$ cat config.mk
export PLATFORM = sky130hd
export DESIGN_NAME = quad_enc_counter
export DESIGN_NICKNAME = d
export VERILOG_FILES = /design/src/rtl/quad_enc_counter.sv
export SDC_FILE = /design/constraint.sdc
export NUM_CORES = 1
export LEC_CHECK = 0
export ABC_CLOCK_PERIOD_IN_PS = 6820
export BUFFER_PORTS_ARGS = -buffer_cell sky130_fd_sc_hd__buf_4
export CAP_MARGIN = 25
export CORE_MARGIN = 3
export CORE_UTILIZATION = 60
export CTS_CLUSTER_DIAMETER = 60
export DETAILED_ROUTE_END_ITERATION = 6
export PLACE_DENSITY = 0.87
export SETUP_SLACK_MARGIN = 0.2
export SLEW_MARGIN = 5
export SYNTH_ARGS = -nofsm -noshare
export SYNTH_HDL_FRONTEND = slang
export SYNTH_SLANG_ARGS = --single-unit
$ cat constraint.sdc
create_clock -name clk -period 6.82 [get_ports clk]
set_input_delay 2.046 -clock clk [delete_from_list [all_inputs] [get_ports clk]]
set_output_delay 2.046 -clock clk [all_outputs]
set_load 0.005 [all_outputs]
$ cat src/rtl/quad_enc_counter.sv
module quad_enc_counter #(
  parameter int NCH  = 2,
  parameter int CW   = 16,
  parameter int NSRC = 16,
  localparam int SELW = $clog2(NSRC),
  localparam int CHW  = (NCH > 1) ? $clog2(NCH) : 1,
  localparam int AW   = CHW + 3
) (
  input  logic            clk,
  input  logic            rst_n,
  input  logic [NSRC-1:0] tick_src,
  input  logic [NCH-1:0]  ph_a,
  input  logic [NCH-1:0]  ph_b,
  input  logic            bus_wr,
  input  logic [AW-1:0]   bus_addr,
  input  logic [15:0]     bus_wdata,
  output logic [15:0]     bus_rdata,
  output logic            irq
);

  logic [NCH-1:0][1:0]      sy1_q, sy2_q, prv_q;
  logic [NCH-1:0]           en_q, hold_q;
  logic [NCH-1:0][7:0]      msk_q;
  logic [NCH-1:0][SELW-1:0] sel_q;
  logic [NCH-1:0][CW-1:0]   cnt_q, vis_q;
  logic [NCH-1:0][1:0]      st_q, ie_q;
  logic [NCH-1:0]           tk, up, dn;
  logic [NCH-1:0][7:0]      hit;
  logic [NCH-1:0]           wr_mode, wr_sel, wr_st, wr_ie;
  logic                     unused_bits;

  assign unused_bits = ^bus_wdata;

  function automatic logic [7:0] trans_code(input logic [1:0] p, input logic [1:0] n);
    case ({p, n})
      4'b0001: trans_code = 8'h01;
      4'b0111: trans_code = 8'h02;
      4'b1110: trans_code = 8'h04;
      4'b1000: trans_code = 8'h08;
      4'b0100: trans_code = 8'h10;
      4'b1101: trans_code = 8'h20;
      4'b1011: trans_code = 8'h40;
      4'b0010: trans_code = 8'h80;
      default: trans_code = 8'h00;
    endcase
  endfunction

  always_comb begin
    for (int c = 0; c < NCH; c++) begin
      tk[c]      = tick_src[sel_q[c]];
      hit[c]     = trans_code(prv_q[c], sy2_q[c]) & ~msk_q[c];
      up[c]      = tk[c] & en_q[c] & (|hit[c][3:0]);
      dn[c]      = tk[c] & en_q[c] & (|hit[c][7:4]);
      wr_mode[c] = bus_wr && bus_addr[AW-1:3] == CHW'(c) && bus_addr[2:0] == 3'd0;
      wr_sel[c]  = bus_wr && bus_addr[AW-1:3] == CHW'(c) && bus_addr[2:0] == 3'd1;
      wr_st[c]   = bus_wr && bus_addr[AW-1:3] == CHW'(c) && bus_addr[2:0] == 3'd3;
      wr_ie[c]   = bus_wr && bus_addr[AW-1:3] == CHW'(c) && bus_addr[2:0] == 3'd4;
    end
  end

  always_ff @(posedge clk) begin
    if (!rst_n) begin
      sy1_q  <= '0;
      sy2_q  <= '0;
      prv_q  <= '0;
      en_q   <= '0;
      hold_q <= '0;
      msk_q  <= '0;
      sel_q  <= '0;
      cnt_q  <= '0;
      vis_q  <= '0;
      st_q   <= '0;
      ie_q   <= '0;
    end else begin
      for (int c = 0; c < NCH; c++) begin
        sy1_q[c] <= {ph_a[c], ph_b[c]};
        sy2_q[c] <= sy1_q[c];
        if (tk[c]) prv_q[c] <= sy2_q[c];
        if (up[c])      cnt_q[c] <= cnt_q[c] + 1'b1;
        else if (dn[c]) cnt_q[c] <= cnt_q[c] - 1'b1;
        st_q[c] <= (st_q[c] & ~(wr_st[c] ? bus_wdata[1:0] : 2'b00))
                 | {dn[c] && cnt_q[c] == '0, up[c] && cnt_q[c] == '1};
        if (!hold_q[c]) vis_q[c] <= cnt_q[c];
        if (wr_mode[c]) begin
          msk_q[c]  <= bus_wdata[15:8];
          hold_q[c] <= bus_wdata[1];
          en_q[c]   <= bus_wdata[0];
        end
        if (wr_sel[c]) sel_q[c] <= bus_wdata[SELW-1:0];
        if (wr_ie[c])  ie_q[c]  <= bus_wdata[1:0];
      end
    end
  end

  always_comb begin
    bus_rdata = '0;
    for (int c = 0; c < NCH; c++) begin
      if (bus_addr[AW-1:3] == CHW'(c)) begin
        case (bus_addr[2:0])
          3'd0: bus_rdata = {msk_q[c], 6'b0, hold_q[c], en_q[c]};
          3'd1: bus_rdata[SELW-1:0] = sel_q[c];
          3'd2: bus_rdata[CW-1:0] = vis_q[c];
          3'd3: bus_rdata[1:0] = st_q[c];
          3'd4: bus_rdata[1:0] = ie_q[c];
          default: bus_rdata = '0;
        endcase
      end
    end
  end

  assign irq = |(st_q & ie_q);

endmodule

== Yosys cells after proc, flatten, opt, wreduce, memory -nomap -nowiden ==
Memory sizes are Yosys's and may differ from the RTL's.
Index checks and enable logic that the tools add are counted.
Word-level totals
  bits in registers: 112
  ROM bits: 256
  input port bits: 43
  output and inout port bits: 17
  logic and storage cells: 98
  memories kept: 2
Memories
  (name not given): depth 16, width 8, read ports 1, clocked after memory_dff 0, write ports 0, RTL line 35  | case ({p, n})
  (name not given): depth 16, width 8, read ports 1, clocked after memory_dff 0, write ports 0, RTL line 35
Operators by class
  add/sub/neg operators: 4
  order comparisons: 2
  eq/ne operators: 6
  mux-type cells: 18
  bitwise operators: 18
  reduce and logical (&&, ||, !) cells: 26
Operators with widths (number)
  $mux 16: 6
  $pmux 12 s3: 1
  $add 16x1->16 const B: 2
  $eq 16x16->1 const B: 2
  $logic_not 16->1: 2
  $sub 16x1->16 const B: 2
  $pmux 12 s2: 1
  $pmux 2 s5: 2
  $reduce_or 4->1: 5
  $and 8x8->8: 2
  $not 8->8: 2
  $logic_and 1x1->1: 14
  $lt 4x5->1 const B: 2
  $bmux 1 s4: 2
  $and 1x1->1: 6
  $eq 3x2->1 const B: 2
  $pmux 2 s3: 1
  $and 2x2->2: 2
  $and 4x4->4: 1
  $mux 2: 2
  $not 2->2: 2
  $or 2x2->2: 2
  $pmux 2 s2: 1
  $reduce_bool 2->1: 2
  other kinds (7): 8

== Longest topological paths before layout ==
Gate-level depths: netlist of run 1.
  depth after elaboration: 7
  gate-level depth with buffers: 15
  gate-level depth less buffers: 13

== Least setup slack after synthesis of run 1 ==
Ideal clock, no wire load.
  kind: input -> register
  start point: input port tick_src[11]
  end point: register cnt_q[31] (netlist name)
  data arrival time: 5421 ps
  slack: 1329 ps
  stages on the path: 13
  path buffers: 0
  path through: mux4_1 -> mux4_2 -> nand2_4 -> nor2_1 -> inv_1 -> ha_1 -> and3_1 -> nand2_1 -> or4_1 -> o221ai_1 -> mux2_2 -> or3_1 -> a21oi_1
Between the ends
  longest elaborated chain between the ends: 5
  elaborated cells between the ends (all ways): 7
  those cells by class: mux (3); bitwise (3); reduce/logical (1)
Ends and longest elaborated chain
  start: declaration: RTL line 11  | input logic [NSRC-1:0] tick_src,
  $bmux 1 s4 (*): RTL line 50  | tk[c] = tick_src[sel_q[c]];
  $mux 1 (not written as such) (*): RTL line 50
  $and 1x1->1 (*): RTL line 52, 53
  $and 1x1->1 (on tied branches): RTL line 52, 53
  $mux 16 or $reduce_bool 2->1 (tied branches)
  end signal: indexed assignment: RTL line 79  | if (up[c]) cnt_q[c] <= cnt_q[c] + 1'b1;
  end signal: indexed assignment: RTL line 80  | else if (dn[c]) cnt_q[c] <= cnt_q[c] - 1'b1;
  end: declaration: RTL line 25  | logic [NCH-1:0][CW-1:0] cnt_q, vis_q;
Mark *: on every way between the ends. The rest lies on a longest branch, timed or not. The select of a mux whose other input is x is not followed.
A chain may end at the register's enable or synchronous reset.

== Worst setup path in the final report of run 1 ==
  start point: input port tick_src[3]
  end point: register cnt_q[31] (netlist name)
Same word-level chain as after synthesis.

==> metrics.md, run 1 <==
| Metric | Value |
|---|---|
| Number of buffers created by CTS | 9 |
| DRC violations left | 0 |
| Required time of the worst setup path | about 7000 ps |
| Commonest register cell after synthesis | sky130_fd_sc_hd__dfxtp_1 |
| Post-layout nets | between 800 and 900 |
| Clock tree from TritonCTS | done |
| Wire length reported by the detailed router | roughly 16000 µm |
| Clock transition at the registers of the reported paths | about 110 ps |
| DP HPWL | 12000 µm |
| H-Tree Level Count | 3 |
| Crit Path Class | in -> reg |
| Worst-case headroom to the max-slew limit | 0.345 |
| Syn Area/Cell | approximately 9.2 µm² |
| Core region area | 10500 µm² |
| Layout overhead on the synthesized area | 9.35% |
| Min-delay src | sy1_q[3] |
| Maximum fanout encountered on the critical timing path | 16 |
| Cell area after layout | 7230 µm² |
| Standard cell area after detailed placement | 7020 µm² |
| Synth area leaders | sky130_fd_sc_hd__dfxtp_1 (34%), sky130_fd_sc_hd__mux2i_1 (18%), sky130_fd_sc_hd__nor2_1 (6.4%) |
| Final Max Slew Viols | 0 |
| Min-Delay Path Class | reg -> reg |
| Critical path startpoint category | input pin |
| Clock Root Buffer | sky130_fd_sc_hd__clkbuf_8 |
| Total die area | 12300 µm² |
| Fraction of registers with async set/reset | 0 |
| Violation count after the first detailed-route iteration | between 400 and 500 |
| Weighted congestion at the end of routability-driven global placement | between 1 and 1.5 |
| Share of total power in the clock network | 0.327 |
| Highest achievable clock rate | 172 MHz |
| Most frequent cell after synthesis | sky130_fd_sc_hd__mux2i_1 |
| Category of the worst setup path capture point | flip-flop |
| Cell count after synthesis | approximately 720 |
| Overall routing resource usage | 0.264 |
| Proportion of synthesized chip area in sequential cells | 0.339 |
| Worst ir drop on vdd | about 110 µV |
| Total instance count after detailed placement | 878 |
| Count of hold-fix buffers inserted at cts | 0 |
| Number of maximum-capacitance constraint violations | 0 |
| Yosys top cell area share | 0.339 |
| Number of resized instances in the post-cts repair step | 0 |
| Post-synth EDFFs | 0 |
| Number of antenna violations at the first check in global routing | 0 |
| Post-Layout Cell Count | just under 900 |
| Status | finished, final reports clean |
| Via count of the first global-routing pass | 5575 |
| Largest area contributor in the synthesized netlist | sky130_fd_sc_hd__dfxtp_1 |
| Number of nets produced by synthesis | 796 |
| Endpoints failing hold | 0 |
| Count of nets left with antenna violations after detail routing | 0 |
| Final critical-path share of the clock period | 0.853 |
| Min-Delay Path Depth | 1 |
| Flop2flop setup slack | 2160 ps |
| Unrepaired setup endpoints after global routing | false |
| Post-synthesis instance area | about 6600 µm² |
| Setup Fix Bufs, Post-CTS | 0 |
| Max clock buf depth | 2 |
| Most frequent cells after synthesis | sky130_fd_sc_hd__mux2i_1 (116), sky130_fd_sc_hd__nor2_1 (113), sky130_fd_sc_hd__dfxtp_1 (112) |
| Launch point of the worst reg-to-reg path | sel_q[4] |
| Wire length of the first global-routing pass | ~27000 µm |
| Via count normalized by instance count | roughly 6.4 |
| Switch share | 0.263 |
| Effective utilization at floorplan | 0.629 |
| Share of total power in combinational logic | 0.092 |
| Worst-Skew Late Latency | about 380 ps |
| Leakage power of the design | 3.01 nW |
| Flop pwr share | 0.582 |
| Cell Chain, Critical Path | buf_4 -> mux4_1 -> mux4_2 -> nand2_4 -> nor2_1 -> inv_1 -> ha_1 -> and3_1 -> nand2_1 -> or4_1 -> o221ai_1 -> mux2_2 -> or3_1 -> a21oi_1 |
| Number of detailed-route iterations in the first pass | 5 |
| Cell-internal power | 0.000845 W |
| Antenna diodes | 0 |
| Total power density per cell area | ~160 nW/µm² |
| Sum of negative setup slack | 0 ps |
| Total vias in the final route | 5700 |
| Fraction of final layout cells sized beyond drive strength 1 | 0.127 |
| # IOs | 60 |
| Row count | 37 |
| Maximum cell stage delay along the critical path | 590 ps |
| Die Span X | 111 µm |
| Worst-path cell with the longest stage delay | sky130_fd_sc_hd__mux4_2 |
| Warnings from Yosys | 0 |
| Die Height | between 100 and 150 µm |
| Filler Cell Count | between 800 and 900 |
| Buffers plus inverters on the worst setup path | 2 |
| Seq cells post-synth | between 100 and 150 |
| Sw Pwr | 0.000302 W |
| Worst-Margin Slew | slightly below 1000 ps |
| Fin crit period | roughly 5800 ps |
| Worst Hold End | sy2_q[3] |
| Clock Skew | between 10 and 15 ps |
| Residual overflow from global routing | 0 |
| Worst reg2reg path depth | 13 |
| Destination of the worst register-to-register timing path | cnt_q[31] |
| Pin count of the biggest net entering global routing | 56 |
| Number of distinct standard cells referenced by the synthesized netlist | between 50 and 60 |
| Final setup violating endpoints | 0 |
| Clock net sink count | 112 |
| Arrival time reported for the critical path endpoint | 6120 ps |
| IO Port Bufs | 55 |
| Per-cell routed wire length | roughly 18 µm |
| Gate family responsible for the most delay along the worst path | multiplexers |
[area by class of cell]
type / count / area [µm²] / area share
Sequential cell: 112 / 2240 / 0.310
Inverter: 10 / 37.5 / 0.00519
Tap cell: 136 / 170 / 0.0235
Timing Repair Buffer: 58 / 455 / 0.0630
Clock buffer: 9 / 124 / 0.0171
Clock inverter: 6 / 55.1 / 0.00762
Multi-Input combinational cell: 563 / 4140 / 0.573
[flip-flops by register name, summed over array words and instances, names as in the netlist]
register and cells:
hold_q 2, cnt_q 32, sy2_q 4, ie_q 4, vis_q 32, en_q 2
prv_q 4, st_q 4, sel_q 8, msk_q 16, sy1_q 4
[per-layer routing]
layer / vias to the layer above / share of wire / global-route usage
li1: 2681 / - / -
met1: 2758 / 0.43 / 0.333
met2: 219 / 0.47 / 0.449
met3: 42 / 0.064 / 0.0475
met4: 0 / 0.030 / 0.0993
met5: - / 0 / 0
[layout by cell type (no fill, tap or decap), types with 7 or more instances in the layout]
cell type,count
sky130_fd_sc_hd__mux2i_1,116
sky130_fd_sc_hd__dfxtp_1,112
sky130_fd_sc_hd__a21o_1,12
sky130_fd_sc_hd__or3_1,7
sky130_fd_sc_hd__inv_1,9
sky130_fd_sc_hd__buf_4,57
sky130_fd_sc_hd__a21oi_1,33
sky130_fd_sc_hd__ha_1,30
sky130_fd_sc_hd__and2_1,10
sky130_fd_sc_hd__clkbuf_8,9
sky130_fd_sc_hd__nor4_1,11
sky130_fd_sc_hd__o22ai_1,16
sky130_fd_sc_hd__nand3_1,9
sky130_fd_sc_hd__nor2b_1,16
sky130_fd_sc_hd__o21ai_0,25
sky130_fd_sc_hd__nand2_1,32
sky130_fd_sc_hd__a211oi_1,7
sky130_fd_sc_hd__xor2_1,7
sky130_fd_sc_hd__a22oi_1,7
sky130_fd_sc_hd__nand4_1,12
sky130_fd_sc_hd__xnor2_1,16
sky130_fd_sc_hd__nor2_1,113
sky130_fd_sc_hd__nand2b_1,7
[metrics by stage]
stage	setup WS, ps	hold WS, ps	power [W]	util
after floorplan	1330	412	0.000747	-
after global placement	751	418	0.000780	0.668
after detailed placement	667	420	0.000784	0.668
after CTS	1020	446	0.00115	0.685
after global routing	841	469	0.00118	0.688
final	1000	447	0.00115	0.688
[power by group through the flow]
stage | Combinational [W] | Sequential (W) | Clock [W]
3_3_place_gp | 0.0000982 | 0.000681 | 0
6_report | 0.000105 | 0.000667 | 0.000375
5_1_grt | 0.000113 | 0.000668 | 0.000401
2_1_floorplan | 0.0000687 | 0.000678 | 0
4_1_cts | 0.000103 | 0.000667 | 0.000376
3_5_place_dp | 0.000102 | 0.000682 | 0
[logic make-up after synthesis]
family                     after synthesis  share of synthesized area
muxes                                  128                      0.218
DFF                                    112                      0.339
buffers and inverters                   46                     0.0339
xor gates and xnor gates                23                     0.0305
and+or+nand+nor                        244                      0.181
AOI/OAI and AO/OA                      136                      0.135
adders and majority gates               32                     0.0629
[how the worst max path moves through the flow]
stage	start	to	slack, ps	cells after the start
after global routing	tick_src[3]	cnt_q[31]	840	14
final	tick_src[3]	cnt_q[31]	1000	14
after detailed placement	tick_src[3]	cnt_q[31]	670	14
after global placement	tick_src[11]	cnt_q[31]	750	14
after floorplan	tick_src[11]	cnt_q[31]	1330	13
after CTS	tick_src[11]	cnt_q[31]	1020	14
No activity file was read; power rests on OpenSTA's default activity.
==> inputs of run 2 (changes only) <==
--- a/config.mk
+++ b/config.mk
@@ -5,6 +5,7 @@
 export SDC_FILE = /design/constraint.sdc
 export NUM_CORES = 1
 export LEC_CHECK = 0
+export ABC_AREA = 1
 export ABC_CLOCK_PERIOD_IN_PS = 6820
 export BUFFER_PORTS_ARGS = -buffer_cell sky130_fd_sc_hd__buf_4
 export CAP_MARGIN = 25
==> run 2 against run 1 <==
Net effect:
- highest routed layer unchanged
- critical endpoint is now bus_rdata[0]
- sequential cell count stayed put
- largest power group unchanged
- design area hardly changed
- die area is 0.38% higher
- register-to-register slack better by 1200 ps
==> metrics.md, run 2 <==
| Metric | Value |
|---|---|
| Status | finished, final reports clean (unchanged) |
| Post-layout nets | 1098 (was 829) |
| Post-synth EDFFs | 0 (unchanged) |
| Clock Skew | 12.8 ps (was 12.0 ps) |
| Final standard cell utilization of the core | 0.685 (was 0.688) |
| Syn Area/Cell | 6.67 µm² (was 9.16 µm²) |
| Worst-Skew Late Latency | 390 ps (was 380 ps) |
| Maximum fanout encountered on the critical timing path | 15 (was 16) |
| Weighted congestion at the end of routability-driven global placement | 0.882 (was 1.01) |
| Fraction of registers with async set/reset | 0 (unchanged) |
| Buffers plus inverters on the worst setup path | 4 (was 2) |
| Count of hold-fix buffers inserted at cts | 0 (unchanged) |
| Number of buffers created by CTS | 9 (unchanged) |
| IO Port Bufs | 55 (unchanged) |
| DRC violations left | 0 (unchanged) |
| Sum of negative setup slack | 0 ps (unchanged) |
| Largest area contributor in the synthesized netlist | sky130_fd_sc_hd__dfxtp_1 (unchanged) |
| Row count | 37 (unchanged) |
| Per-cell routed wire length | 14.1 µm (was 18.3 µm) |
| Total vias in the final route | 6517 (was 5700) |
| Die Height | 111 µm (about the same) |
| Number of resized instances in the post-cts repair step | 0 (unchanged) |
| Endpoints failing hold | 0 (unchanged) |
| Pin count of the biggest net entering global routing | 110 (was 56) |
| Setup Fix Bufs, Post-CTS | 0 (unchanged) |
| Worst-Margin Slew | 901 ps (was 981 ps) |
| Highest-count cells in the layout ignoring fill and taps | sky130_fd_sc_hd__nand2_1 (203), sky130_fd_sc_hd__inv_1 (131), sky130_fd_sc_hd__o21ai_0 (130) (was sky130_fd_sc_hd__mux2i_1 (116), sky130_fd_sc_hd__nor2_1 (113), sky130_fd_sc_hd__dfxtp_1 (112)) |
| Total instance count after detailed placement | 1148 (was 878) |
| Final critical-path share of the clock period | 0.806 (was 0.853) |
| Number of detailed-route iterations in the first pass | 5 (unchanged) |
| Number of distinct standard cells referenced by the synthesized netlist | 38 (was 58) |
| Clock Root Buffer | sky130_fd_sc_hd__clkbuf_8 (unchanged) |
| Clock transition at the registers of the reported paths | 100 ps (was 110 ps) |
| Wire length reported by the detailed router | 16300 µm (was 16400 µm) |
| Overall routing resource usage | 0.264 (about the same) |
| Die Span X | 111 µm (about the same) |
| Effective utilization at floorplan | 0.628 (was 0.629) |
| Via count normalized by instance count | 5.60 (was 6.38) |
| Post-synthesis instance area | 6630 µm² (was 6610 µm²) |
| Worst-path cell with the longest stage delay | sky130_fd_sc_hd__o21ai_0 (was sky130_fd_sc_hd__mux4_2) |
| Highest achievable clock rate | 182 MHz (was 172 MHz) |
| Seq cells post-synth | 112 (unchanged) |
| DP HPWL | 11800 µm (was 12000 µm) |
| Worst-case headroom to the max-slew limit | 0.399 (was 0.345) |
| Fin crit period | 5500 ps (was 5820 ps) |
| Maximum cell stage delay along the critical path | 300 ps (was 590 ps) |
| Residual overflow from global routing | 0 (unchanged) |
| Core region area | 10600 µm² (was 10500 µm²) |
| Total die area | 12400 µm² (was 12300 µm²) |
| Most frequent cell after synthesis | sky130_fd_sc_hd__nand2_1 (was sky130_fd_sc_hd__mux2i_1) |
| Count of nets left with antenna violations after detail routing | 0 (unchanged) |
| Number of antenna violations at the first check in global routing | 0 (unchanged) |
| Synth area leaders | sky130_fd_sc_hd__dfxtp_1 (34%), sky130_fd_sc_hd__nand2_1 (11%), sky130_fd_sc_hd__o21ai_0 (9.8%) (was sky130_fd_sc_hd__dfxtp_1 (34%), sky130_fd_sc_hd__mux2i_1 (18%), sky130_fd_sc_hd__nor2_1 (6.4%)) |
| Most frequent standard cell in the layout excluding fill and tap cells | sky130_fd_sc_hd__nand2_1 (was sky130_fd_sc_hd__mux2i_1) |
| Final setup violating endpoints | 0 (unchanged) |
| Pre-CTS setup slack | 1330 ps (was 667 ps) |
| Crit Path Class | in -> out (was in -> reg) |
| Layout overhead on the synthesized area | 8.98% (was 9.35%) |
| Wire length of the first global-routing pass | 27600 µm (was 27100 µm) |
| Commonest register cell after synthesis | sky130_fd_sc_hd__dfxtp_1 (unchanged) |
| Cell Chain, Critical Path | buf_4 -> nor2_1 -> inv_1 -> nor2_4 -> inv_1 -> o22ai_1 -> a211oi_1 -> o21ai_0 -> buf_4 (was buf_4 -> mux4_1 -> mux4_2 -> nand2_4 -> nor2_1 -> inv_1 -> ha_1 -> and3_1 -> nand2_1 -> or4_1 -> o221ai_1 -> mux2_2 -> or3_1 -> a21oi_1) |
| Antenna diodes | 0 (unchanged) |
| Number of nets produced by synthesis | 1070 (was 796) |
| Gate family responsible for the most delay along the worst path | buffers and inverters (was multiplexers) |
| Min-Delay Path Class | reg -> reg (unchanged) |
| Most frequent cells after synthesis | sky130_fd_sc_hd__nand2_1 (203), sky130_fd_sc_hd__inv_1 (131), sky130_fd_sc_hd__o21ai_0 (130) (was sky130_fd_sc_hd__mux2i_1 (116), sky130_fd_sc_hd__nor2_1 (113), sky130_fd_sc_hd__dfxtp_1 (112)) |
| Clock tree from TritonCTS | done (unchanged) |
| H-Tree Level Count | 3 (unchanged) |
| Power after layout | 0.00125 W (was 0.00115 W) |
| Critical path startpoint category | input pin (unchanged) |
| Max clock buf depth | 2 (unchanged) |
| Worst ir drop on vdd | 113 µV (was 107 µV) |
| Final Max Slew Viols | 0 (unchanged) |
| Clock net sink count | 112 (unchanged) |
| Leakage power of the design | 3.51 nW (was 3.01 nW) |
| Proportion of synthesized chip area in sequential cells | 0.338 (was 0.339) |
| Yosys top cell area share | 0.338 (was 0.339) |
| Post-Layout Cell Count | 1163 (was 894) |
| Fraction of final layout cells sized beyond drive strength 1 | 0.0857 (was 0.127) |
| Total power density per cell area | 173 nW/µm² (was 159 nW/µm²) |
| Via count of the first global-routing pass | 6081 (was 5575) |
| Required time of the worst setup path | 4770 ps (was 7120 ps) |
| Arrival time reported for the critical path endpoint | 3450 ps (was 6120 ps) |
| Category of the worst setup path capture point | primary output (was flip-flop) |
| Violation count after the first detailed-route iteration | 575 (was 454) |
| Unrepaired setup endpoints after global routing | false (unchanged) |
| # IOs | 60 (unchanged) |
| Largest regs | cnt_q (32), vis_q (32), msk_q (16) (unchanged) |
| Number of maximum-capacitance constraint violations | 0 (unchanged) |
| Warnings from Yosys | 0 (unchanged) |
| Minimum setup slack in the final design | 1320 ps (was 1000 ps) |
| Cell count after synthesis | 995 (was 721) |
==> run 2: cell families after synthesis <==
group | Yosys count | synth area share
AO/OA/AOI/OAI | 253 | 0.202
XOR/XNOR | 26 | 0.0343
adder cells (fa/ha/maj) | 32 | 0.0626
buffers and inverters | 172 | 0.104
flip-flops | 112 | 0.338
AND/OR/NAND/NOR | 400 | 0.259
==> run 2: cell type report <==
cell class                      instances  area [µm²]
Multi-Input combinational cell        711        3700
Clock inverter                          5        65.1
Tap cell                              136         170
Sequential cell                       112        2240
Clock buffer                           10         128
Fill cell                             920        3330
Timing Repair Buffer                   56         420
Inverter                              133         504
==> run 2: worst min-delay path, stage by stage (launching register included) <==
cell and delay, ps:
sky130_fd_sc_hd__dfxtp_1 310, sky130_fd_sc_hd__nand2_1 50, sky130_fd_sc_hd__inv_1 30
==> run 2: power breakdown <==
group | switching, W | internal (W)
clock | 0.000238 | 0.000172
sequential | 0.0000126 | 0.000668
combinational | 0.0000996 | 0.0000605
total | 0.000350 | 0.000901
==> run 2: through the flow <==
stage | cell area [µm²] | hold WS (ps)
2_1_floorplan | 6630 | 390
3_3_place_gp | 7040 | 393
3_5_place_dp | 7040 | 401
4_1_cts | 7230 | 425
5_1_grt | 7230 | 451
6_report | 7230 | 424
==> run 2: worst paths after layout <==
| path | endpoint | startpoint | cells past startpoint | slack (ps) |
|---|---|---|---|---|
| setup reg to reg | cnt_q[31] | sel_q[4] | 18 | 3330 |
| hold / removal | sy2_q[2] | sy1_q[2] | 2 | 420 |
| setup / recovery | bus_rdata[0] | bus_addr[0] | 9 | 1320 |
| hold reg to reg | sy2_q[2] | sy1_q[2] | 2 | 420 |
==> run 2: metal layers <==
| metal | up-vias | share of wire | global-route usage |
|---|---|---|---|
| met4 | 0 | 0.020 | 0.0770 |
| li1 | 3325 | - | - |
| met3 | 31 | 0.062 | 0.0388 |
| met2 | 189 | 0.46 | 0.448 |
| met1 | 2972 | 0.45 | 0.348 |
| met5 | - | 0 | 0 |
